$ cat config.mk
export PLATFORM = sky130hd
export DESIGN_NAME = diag_fault_ctrl
export DESIGN_NICKNAME = d
export VERILOG_FILES = /design/src/rtl/diagctl_pkg.sv /design/src/rtl/persist_filter.sv /design/src/rtl/sticky_flag.sv /design/src/rtl/diag_out_ctrl.sv /design/src/rtl/diag_fault_ctrl.sv
export SDC_FILE = /design/constraint.sdc
export NUM_CORES = 1
export LEC_CHECK = 0
export BUFFER_PORTS_ARGS = -buffer_cell sky130_fd_sc_hd__buf_2
export CORE_MARGIN = 1.5
export CORE_UTILIZATION = 49
export CTS_CLUSTER_DIAMETER = 50
export DETAILED_ROUTE_END_ITERATION = 6
export GPL_ROUTABILITY_DRIVEN = 0
export GPL_TIMING_DRIVEN = 0
export MAX_ROUTING_LAYER = met4
export PLACE_DENSITY_LB_ADDON = 0.3
export SKIP_CTS_REPAIR_TIMING = 1
export SYNTH_ARGS = -nofsm -noshare
export SYNTH_HDL_FRONTEND = slang
export SYNTH_SLANG_ARGS = --single-unit
$ cat constraint.sdc
create_clock -name clk -period 1.55 [get_ports clk]
set_clock_uncertainty 0.1 [all_clocks]
set_input_delay 0.0775 -clock clk [delete_from_list [all_inputs] [get_ports clk]]
set_output_delay 0.0775 -clock clk [all_outputs]
set_load 0.03 [all_outputs]
$ cat src/rtl/diagctl_pkg.sv
package diagctl_pkg;

  typedef enum logic [1:0] {
    DM_OFF  = 2'b00,
    DM_DET  = 2'b01,
    DM_AUTO = 2'b10
  } dmode_t;

  localparam int unsigned FILT_TICKS = 10;

endpackage

$ cat src/rtl/persist_filter.sv
module persist_filter #(
  parameter int unsigned CNT_LEN = 10
) (
  input  logic clk,
  input  logic rst_n,
  input  logic tick,
  input  logic hold,
  input  logic raw,
  output logic flag
);
  localparam int unsigned CW = $clog2(CNT_LEN + 1);
  localparam logic [CW-1:0] LAST = CW'(CNT_LEN - 1);

  logic [CW-1:0] cnt_q, cnt_d;
  logic          flag_q, flag_d;

  always_comb begin
    cnt_d  = cnt_q;
    flag_d = flag_q;
    if (hold || (raw == flag_q)) begin
      cnt_d = '0;
    end else if (tick) begin
      if (cnt_q == LAST) begin
        flag_d = raw;
        cnt_d  = '0;
      end else begin
        cnt_d = cnt_q + 1'b1;
      end
    end
  end

  always_ff @(posedge clk or negedge rst_n) begin
    if (!rst_n) begin
      cnt_q  <= '0;
      flag_q <= 1'b0;
    end else begin
      cnt_q  <= cnt_d;
      flag_q <= flag_d;
    end
  end

  assign flag = flag_q;
endmodule

$ cat src/rtl/sticky_flag.sv
module sticky_flag (
  input  logic clk,
  input  logic rst_n,
  input  logic raw,
  input  logic rd,
  output logic flag
);
  logic flag_q, flag_d;

  always_comb begin
    flag_d = flag_q;
    if (raw)     flag_d = 1'b1;
    else if (rd) flag_d = 1'b0;
  end

  always_ff @(posedge clk or negedge rst_n) begin
    if (!rst_n) flag_q <= 1'b0;
    else        flag_q <= flag_d;
  end

  assign flag = flag_q;
endmodule

$ cat src/rtl/diag_out_ctrl.sv
module diag_out_ctrl
  import diagctl_pkg::*;
#(
  parameter int unsigned NCH = 12
) (
  input  dmode_t         mode,
  input  logic [NCH-1:0] fault_ch,
  input  logic           ext_f,
  input  logic           diag_en,
  input  logic           uv,
  input  logic           isc,
  input  logic           tsd,
  output logic [NCH-1:0] ch_off,
  output logic [NCH-1:0] ch_low,
  output logic           lp_req,
  output logic           diag_pull
);
  logic ol_any;
  logic ol_active;

  assign ol_any    = |fault_ch;
  assign ol_active = (mode != DM_OFF) && ol_any;

  always_comb begin
    ch_off    = '0;
    ch_low    = '0;
    lp_req    = 1'b0;
    diag_pull = isc || tsd || ol_active;
    if (uv || isc) begin
      ch_off = '1;
    end else if ((mode == DM_AUTO) && ext_f && diag_en) begin
      ch_off = '1;
      lp_req = 1'b1;
    end else if ((mode == DM_AUTO) && ol_any) begin
      ch_low = fault_ch;
      ch_off = ~fault_ch;
    end
  end
endmodule

$ cat src/rtl/diag_fault_ctrl.sv
module diag_fault_ctrl
  import diagctl_pkg::*;
#(
  parameter int unsigned NCH      = 12,
  parameter int unsigned FILT_LEN = FILT_TICKS
) (
  input  logic           clk,
  input  logic           rst_n,
  input  logic           tick_1us,
  input  logic           diag_en,
  input  logic           mode_ar,
  input  logic           mode_do,
  input  logic [NCH-1:0] ol_raw,
  input  logic           iset_short,
  input  logic           diag_pin_low,
  input  logic           uv_raw,
  input  logic           tw_raw,
  input  logic           tsd_raw,
  input  logic           status_rd,
  output logic           st_ol,
  output logic           st_iset,
  output logic           st_diagerr,
  output logic           st_uv,
  output logic           st_tw,
  output logic           st_tsd,
  output logic [NCH-1:0] fault_ch,
  output logic           diag_pull,
  output logic [NCH-1:0] ch_off,
  output logic [NCH-1:0] ch_low,
  output logic           lp_req
);
  dmode_t mode_q, mode_d;
  logic   uv_q;
  logic   ext_raw;
  logic   ol_gate;

  // mode decode; code 11 retains the applied mode
  always_comb begin
    unique case ({mode_ar, mode_do})
      2'b10:   mode_d = DM_AUTO;
      2'b01:   mode_d = DM_DET;
      2'b00:   mode_d = DM_OFF;
      default: mode_d = mode_q;
    endcase
  end

  always_ff @(posedge clk or negedge rst_n) begin
    if (!rst_n) begin
      mode_q <= DM_OFF;
      uv_q   <= 1'b0;
    end else begin
      mode_q <= mode_d;
      uv_q   <= uv_raw;
    end
  end

  assign ol_gate = (mode_q != DM_OFF);

  for (genvar i = 0; i < NCH; i++) begin : g_ol
    persist_filter #(.CNT_LEN(FILT_LEN)) u_olf (
      .clk  (clk),
      .rst_n(rst_n),
      .tick (tick_1us),
      .hold (~diag_en),
      .raw  (ol_raw[i] & ol_gate),
      .flag (fault_ch[i])
    );
  end

  persist_filter #(.CNT_LEN(FILT_LEN)) u_iscf (
    .clk  (clk),
    .rst_n(rst_n),
    .tick (tick_1us),
    .hold (1'b0),
    .raw  (iset_short),
    .flag (st_iset)
  );

  // pin low not caused by own pull-down counts as external forcing
  assign ext_raw = diag_pin_low & ~diag_pull & diag_en;

  persist_filter #(.CNT_LEN(FILT_LEN)) u_extf (
    .clk  (clk),
    .rst_n(rst_n),
    .tick (tick_1us),
    .hold (1'b0),
    .raw  (ext_raw),
    .flag (st_diagerr)
  );

  sticky_flag u_tw (
    .clk  (clk),
    .rst_n(rst_n),
    .raw  (tw_raw),
    .rd   (status_rd),
    .flag (st_tw)
  );

  sticky_flag u_tsd (
    .clk  (clk),
    .rst_n(rst_n),
    .raw  (tsd_raw),
    .rd   (status_rd),
    .flag (st_tsd)
  );

  diag_out_ctrl #(.NCH(NCH)) u_out (
    .mode     (mode_q),
    .fault_ch (fault_ch),
    .ext_f    (st_diagerr),
    .diag_en  (diag_en),
    .uv       (uv_q),
    .isc      (st_iset),
    .tsd      (st_tsd),
    .ch_off   (ch_off),
    .ch_low   (ch_low),
    .lp_req   (lp_req),
    .diag_pull(diag_pull)
  );

  assign st_uv = uv_q;
  assign st_ol = |fault_ch;
endmodule

Word level (Yosys, flattened, before mapping)
Index checks and enable logic that the tools add are counted.
{ "op_classes": {"add_sub_neg": 14, "eq_ne": 31, "n_mux": 54, "bitwise": 31, "reduce_logical": 53} }
{ "op_table": {"columns": ["operator", "n"], "rows": [
  ["$mux W4", 42],
  ["$mux W12", 6],
  ["$add A4 B1 Y4 const B", 14],
  ["$eq A4 B4 Y1 const B", 14],
  ["$reduce_and A3 Y1", 14],
  ["$reduce_bool A2 Y1", 17],
  ["$not A1 Y1", 16],
  ["$logic_or A1 B1 Y1", 15],
  ["$and A1 B1 Y1", 14],
  ["$eq A1 B1 Y1", 14],
  ["$not A12 Y12", 1],
  ["$reduce_or A12 Y1", 1],
  ["$pmux W2 S3", 1],
  ["$mux W1", 5],
  ["$eq A2 B2 Y1 const B", 2],
  ["$logic_and A1 B1 Y1", 4],
  ["$reduce_bool A3 Y1", 1],
  ["$eq A2 B1 Y1 const B", 1],
  ["$logic_not A2 Y1", 1]
]} }
{ "totals": {"ff_bits": 75, "inputBits": 24, "out_inout_bits": 44} }

Logic depth before layout (Yosys ltp)
Gate-level depths: netlist (run 1).
{ "logic_depth": {"ltp_word": 9, "ltp_mapped": 6} }

By module
From an unflattened synthesis (run 1), not the netlist that was laid out.
{ "hier_totals": {"hier_cells": 483, "hier_area_um2": 5011.1} }
{ "by_module_without_submodules": {"columns": ["module", "instances", "cells_each", "area_each_um2", "seq_area_each_um2"], "rows": [
  ["persist_filter", 14, 29, 311.5, 125.1],
  ["diag_out_ctrl", 1, 43, 347.8, 0.0],
  ["diag_fault_ctrl", 1, 28, 229.0, 75.1],
  ["sticky_flag", 2, 3, 36.3, 25.0]
]} }

Worst setup path before layout (run 1)
Ideal clock, no wire load.
{ "synth_path": {"path_kind": "reg2out", "startpoint": "register g_ol[9].u_olf.flag_q", "endpoint": "output ch_low[10]", "t_arrival_ns": 1.763, "required_time_ns": 1.372, "slack_ns": -0.390, "path_stages_with_launch": 6, "path_buffers": 1, "path_cell_list": "dfrtp_1 > nor4_2 > nand3_1 > and3_1 > buf_2 > and2_1"} }
{ "synth_between": {"elab_chain_cells": 5} }
{ "synth_lines": {"columns": ["item", "line_no", "rtl"], "rows": [
  ["from (decl)", "persist_filter.sv:15", "logic flag_q, flag_d;"],
  ["from (signal assigned)", "persist_filter.sv:38", "flag_q <= flag_d;"],
  ["$reduce_or A12 Y1", null, null],
  ["net st_ol", "diag_fault_ctrl.sv:20", "output logic st_ol,"],
  ["$logic_and A1 B1 Y1", "diag_out_ctrl.sv:34", "end else if ((mode == DM_AUTO) && ol_any) begin"],
  ["$mux W12", "diag_out_ctrl.sv:34", null],
  ["$mux W12", "diag_out_ctrl.sv:31", "end else if ((mode == DM_AUTO) && ext_f && diag_en) begin"],
  ["$mux W12", "diag_out_ctrl.sv:29", "if (uv || isc) begin"],
  ["to (decl)", "diag_fault_ctrl.sv:29", "output logic [NCH-1:0] ch_low,"]
]} }
The timed path passes the listed nets, and every way through them passes these cells.

Worst setup path after layout (run 1)
{ "layout_path": {"startpoint": "register g_ol[3].u_olf.flag_q", "endpoint": "output ch_off[11]"} }
{ "layout_between": {"elab_chain_cells": 5} }
{ "layout_lines": {"columns": ["item", "line_no", "rtl"], "rows": [
  ["from (decl)", "persist_filter.sv:15", null],
  ["from (signal assigned)", "persist_filter.sv:38", null],
  ["$reduce_or A12 Y1", "diag_out_ctrl.sv:21", "assign ol_any = |fault_ch;"],
  ["$logic_and A1 B1 Y1", "diag_out_ctrl.sv:34", null],
  ["$mux W12", "diag_out_ctrl.sv:34", null],
  ["$mux W12", "diag_out_ctrl.sv:31", null],
  ["$mux W12", "diag_out_ctrl.sv:29", null],
  ["to (decl)", "diag_fault_ctrl.sv:28", "output logic [NCH-1:0] ch_off,"]
]} }
No other way between the ends.

==> flow_metrics.tcl, run 1 <==
set metrics [dict create \
    status "finished with violations" \
    violations "design-rule violations, negative hold slack, negative setup slack" \
    drive_above_1_share 0.378 \
    cts_tree "yes" \
    hold-worst-slack_ns -0.00381 \
    place_inst 685 \
    areaGrowthSynthToFinish_pct 41.9 \
    p_switching_uw 1290 \
    synth-xor-area-share 0.0253 \
    peakVddDrop_uv 563 \
    final_common_cell "nand2_1" \
    async_flop_share 1.00 \
    synth_mux_area_frac 0.0325 \
    slowest_delay_ns 0.48 \
    synth.avg_cell_area_sq_um 8.83 \
    clk-insertion-delay-late_ns 0.37 \
    yosys_warnings 0 \
    detailedRoute.firstPassIterationCount 7 \
    drc 4 \
    fmax_mhz 447 \
    crit_required_ns 1.37 \
    synth_fp_nets 562 \
    die_h_um 98.9 \
    power.density_nw_per_um2 702 \
    grt_pass1_vias 3880 \
    crit_family "simple AND/OR/NAND/NOR gates" \
    period_needed_ns 2.24 \
    slew_headroom 0.420 \
    fin_crit_sh 1.44 \
    setup_violations 32 \
    p_clk_frac 0.389 \
    cp_cell_sequence "nor4_4 > nand3_4 > a21boi_4 > buf_4 > a21oi_2 > buf_4" \
    ys_types 38 \
    wirelength_mm 13.9 \
    synth_seq_cells 75 \
    synthAdderAreaFrac 0.0778 \
    start_kind "flop" \
    hold_viol_final 2 \
    start_util 0.511 \
    finalNetCount 698 \
    synth_edf_count 0 \
    maxCapViolCount 0 \
    fin_total_pwr_uw 4490 \
    grt_max_degree 68 \
    synth_compound_area_frac 0.190 \
    ant_nets 0 \
    fin_cells 759 \
    netlist_area_sq_um 4500 \
    worst_pin_slew_ns 0.870 \
    internal_power_uw 3200 \
    viasPerCell 5.87 \
    cts_root_buffer "clkbuf_8" \
    io_buffers 66 \
    synthCells 510 \
    n_fill_cell 603 \
    postPlaceCellArea_sq_um 5150 \
    io_pins 68 \
    clockBufferDepth 2 \
    grt_pass1_wl_mm 19.2 \
    dp_hpwl_mm 8.45 \
    yosysSeqAreaShare 0.417 \
    cp_num_buf_inv 2 \
    maxSlewViolCount 0 \
    gr-total-overflow 0 \
    crit_type "reg2out" \
    cts_sinks 75 \
    path_common_cell "buf_4" \
    cts_max_level 3 \
    core_area_sq_um 8810 \
    finish.instance_area_sq_um 6390 \
    power.share.switching 0.287 \
    power_frac_comb 0.161 \
    diodes 0 \
    dieWidth_um 98.9 \
    yosys.area_share.simple 0.205 \
    rows 34 \
    synth_top_family_by_area "simple AND/OR/NAND/NOR gates" \
    final_cell_mix "66 x nand2_1, 63 x dfrtp_1, 49 x buf_4, 42 x buf_2, 41 x o21ai_0" \
    antenna_found_initial 0 \
    path_max_fanout 5 \
    setup_slack_ns -0.687 \
    die_area_sq_um 9770 \
    arrival_ns 2.06 \
    p_leak_uw 0.00276 \
    end_kind "output port" \
    pwr-share-seq 0.450 \
    cts_made_buffers 9 \
    drt_iter0_markers 221 \
    wire_per_inst_um 18.4 \
    slowest_stage "dfrtp_2" \
    synthFlopType "dfrtp_1" \
    vias 4455 \
    hp-class "in2reg" \
    clk_pin_slew_ns 0.10 \
    rsz0062_at_grt "true" \
    grt_usage 0.260 \
]
==> routing by layer <==
layer  routed length [um]  vias to the layer above  GRT usage
met1                 5680                     2180      0.339
met3                  973                       37     0.0454
met5                    0                        -          -
li1                     -                     2035          -
met4                  386                        0     0.0879
met2                 6900                      203      0.411
==> synthesized netlist by cell type, drive strengths merged (2+ instances only) <==
cell type	number	share of area
nor4	3	0.010
nand3	8	0.0089
o211ai	2	0.0033
nor2	32	0.027
a211oi	12	0.020
or3	2	0.0039
a21oi	55	0.061
nand2	75	0.063
o31ai	14	0.023
a21o	2	0.0033
buf	17	0.026
nand3b	24	0.040
dfrtp	75	0.42
a21boi	7	0.012
clkbuf	13	0.011
ha	28	0.078
o21ai	52	0.058
inv	19	0.016
mux2	13	0.033
nor3	13	0.014
xnor2	12	0.023
and2	21	0.029
==> cell families after synthesis <==
kind of cell | after synthesis
AO/OA/AOI/OAI | 149
XOR/XNOR | 13
adder cells (fa/ha/maj) | 28
buffers and inverters | 49
flip-flops | 75
multiplexers | 13
AND/OR/NAND/NOR | 183
==> worst min-delay path: stages <==
cell and delay, ns:
buf_2 0.15, nand2_1 0.14, a21oi_1 0.06
==> path summary, 6_finish.rpt <==
check	startpoint	to	slack (ns)	cells past startpoint
min	diag_en	g_ol[2].u_olf.cnt_q[3]	-0.004	3
max in group asynchronous	rst_n	u_iscf.flag	0.41	3
min reg2reg	u_iscf.cnt_q[3]	u_iscf.cnt_q[3]	0.46	1
max reg2reg	g_ol[3].u_olf.flag	u_extf.cnt_q[2]	-0.37	5
max	g_ol[3].u_olf.flag	ch_off[11]	-0.69	6
min in group asynchronous	rst_n	u_iscf.cnt_q[3]	0.14	3
==> registers in the layout (all words and copies together) (netlist names), 2 cells and up <==
name              flops
u_iscf.cnt_q          4
g_ol.u_olf.cnt_q     48
mode_q                2
g_ol.u_olf.flag      12
u_extf.cnt_q          4
==> per-stage QoR <==
stage | util | TNS [ns] | setup slack [ns]
after detailed placement | 0.585 | -19.18 | -0.409
after CTS | 0.611 | -30.68 | -0.812
final | 0.725 | -18.09 | -0.687
after global placement | 0.582 | -35.25 | -0.387
after global routing | 0.725 | -19.73 | -0.704
after floorplan | - | -2.45 | -0.106
==> power by group through the flow <==
stage                     combinational (uW)  sequential [uW]  clock (uW)
final                                    723             2020        1740
after global routing                     773             2020        1830
after floorplan                          284             2070           0
after CTS                                492             2020        1750
after global placement                   470             2060           0
after detailed placement                 491             2060           0
==> cell type report <==
cell class | count | area, sq um | share of cell area
buffer | 30 | 221 | 0.0347
tap | 108 | 135 | 0.0212
inverter | 19 | 71.3 | 0.0112
clock inverter | 7 | 100 | 0.0157
clock buffer | 9 | 124 | 0.0194
timing repair buffer | 125 | 1030 | 0.161
sequential | 75 | 1890 | 0.296
multi-input combinational | 386 | 2810 | 0.440
Power figures use the tool's default switching activity.
==> inputs of run 2 (changes only) <==
--- a/config.mk
+++ b/config.mk
@@ -5,7 +5,7 @@
 export SDC_FILE = /design/constraint.sdc
 export NUM_CORES = 1
 export LEC_CHECK = 0
-export BUFFER_PORTS_ARGS = -buffer_cell sky130_fd_sc_hd__buf_2
+export BUFFER_PORTS_ARGS = -buffer_cell sky130_fd_sc_hd__clkbuf_2
 export CORE_MARGIN = 1.5
 export CORE_UTILIZATION = 49
 export CTS_CLUSTER_DIAMETER = 50
==> run 2 against run 1 <==
Compared with the run above:
- the flow finishes with violations (design-rule violations, negative setup slack)
- cell area shrank 2.4%
- clock-buffer cell count did not move
- sequential power about the same
- register-to-register slack better by 0.08 ns
- die area stayed put
- first-iteration DRC count rose by 31%
- via count down 0.54%
- combinational power fell by 6.4%
- maximum frequency rose by 2.3%
- core utilization decreased by 1.7 points
- critical endpoint unchanged
- highest routed layer unchanged
==> flow_metrics.tcl, run 2 (synthesis results as in run 1) <==
set metrics [dict create \
    status "finished with violations" \
    violations "design-rule violations, negative setup slack" \
    use_met3 0.0411 \
    dieWidth_um 98.9 \
    cts_root_buffer "clkbuf_8" \
    drive_above_1_share 0.374 \
    ant_nets 0 \
    grt_usage 0.271 \
    areaGrowthSynthToFinish_pct 38.6 \
    crit_path_start "mode_q[1]" \
    fmax_mhz 457 \
    regMostFlops "g_ol.u_olf.cnt_q" \
    clk-insertion-delay-late_ns 0.37 \
    rows 34 \
    hp-class "in2reg" \
    grt_pass1_vias 4116 \
    r2r_end "u_extf.cnt_q[2]" \
    io_buffers 66 \
    n_fill_cell 645 \
    r2r_start "g_ol[6].u_olf.flag" \
    hold-worst-slack_ns 0.0103 \
    cts_max_level 3 \
    core_area_sq_um 8810 \
    clk_pin_slew_ns 0.08 \
    peakVddDrop_uv 447 \
    start_util 0.511 \
    end_kind "output port" \
    power.density_nw_per_um2 656 \
    wire_per_inst_um 18.1 \
    clockBufferDepth 2 \
    use_met1 0.342 \
    drt_iter0_markers 289 \
    start_kind "flop" \
    wirelength_mm 13.7 \
    die_h_um 98.9 \
    crit_type "reg2out" \
    hold_viol_final 0 \
    viasPerCell 5.87 \
    final_cell_mix "67 x nand2_1, 61 x dfrtp_1, 46 x buf_4, 40 x o21ai_0, 38 x clkbuf_2" \
    rrSetupSlack_ns -0.29 \
    setup_violations 32 \
    cp-endpoint "ch_off[11]" \
    finalSetupTns_ns -16.64 \
    postPlaceCellArea_sq_um 5150 \
    arrival_ns 2.01 \
    finalNetCount 694 \
    maxSlewViolCount 0 \
    grt_pass1_wl_mm 20.0 \
    period_needed_ns 2.19 \
    p_leak_uw 0.00267 \
    cts_made_buffers 9 \
    maxCapViolCount 0 \
    cts_sinks 75 \
    grt-busiest-layer "met2" \
    drc 4 \
    setup_slack_ns -0.636 \
    rr_worst_depth 5 \
    gr-total-overflow 0 \
    diodes 0 \
    cts_tree "yes" \
    crit_required_ns 1.37 \
    slew_headroom 0.456 \
    rsz0062_at_grt "true" \
    grt_max_degree 66 \
    io_pins 68 \
    vias 4431 \
    fin_crit_sh 1.41 \
    dp_hpwl_mm 8.65 \
    place_inst 685 \
    dp_slack_ns -0.456 \
    globalRouteMet2Util 0.430 \
    largest_reg_flops 48 \
    final_common_cell "nand2_1" \
    detailedRoute.firstPassIterationCount 6 \
    die_area_sq_um 9770 \
    path_max_fanout 6 \
    fin_cells 755 \
    worst_pin_slew_ns 0.816 \
    antenna_found_initial 0 \
    finish.instance_area_sq_um 6240 \
]
## run 2: cell count changes in the layout (fill, tap and decap cells not counted), moves of 6 or more
cell and delta:
clkbuf_2 +38, o21ai_4 -6, o21ai_2 +7, buf_2 -39
## run 2: final cells by class
type,count,area [sq um],area share
flip-flops and latches,75,1890,0.304
repair buffers,121,987,0.158
inverters,19,71.3,0.0114
clock inverters,7,45.0,0.00722
plain buffers,30,213,0.0341
well taps,108,135,0.0217
clock buffers,9,124,0.0199
multi-input cells,386,2770,0.444
## run 2: per-layer routing
| layer | vias to the layer above | wire (um) |
|---|---|---|
| met1 | 2197 | 5880 |
| li1 | 2036 | - |
| met5 | - | 0 |
| met4 | 0 | 351 |
| met2 | 169 | 6730 |
| met3 | 29 | 720 |
## run 2: power breakdown
part	total, uW	internal (uW)	switching, uW
Clock	1390	572	817
Combinational	677	272	405
Sequential	2030	1990	41.0
## run 2: worst min-delay path by stage
stage               slack [ns]                      to  cells past startpoint  startpoint
floorplan                -0.32  g_ol[0].u_olf.cnt_q[0]                      0       rst_n
global placement          0.10                   st_uv                      1      uv_raw
detailed placement       -0.13         u_iscf.cnt_q[0]                      1       rst_n
CTS                      -0.53         u_iscf.cnt_q[0]                      1       rst_n
global route              0.02             u_iscf.flag                      2       rst_n
finish                    0.01  g_ol[3].u_olf.cnt_q[1]                      3     diag_en
## run 2: per-stage QoR
step,total power [uW],utilization
after detailed placement,2550,0.585
after floorplan,2350,-
after CTS,3900,0.604
after global placement,2530,0.582
after global routing,4240,0.708
final,4090,0.708
## run 2: worst max-delay path, cell delays in order (launching register included)
cell and delay (ns):
dfrtp_2 0.46, nand4b_1 0.14, nor3b_4 0.32, a21boi_4 0.33, buf_4 0.16, a21oi_2 0.04
buf_4 0.19
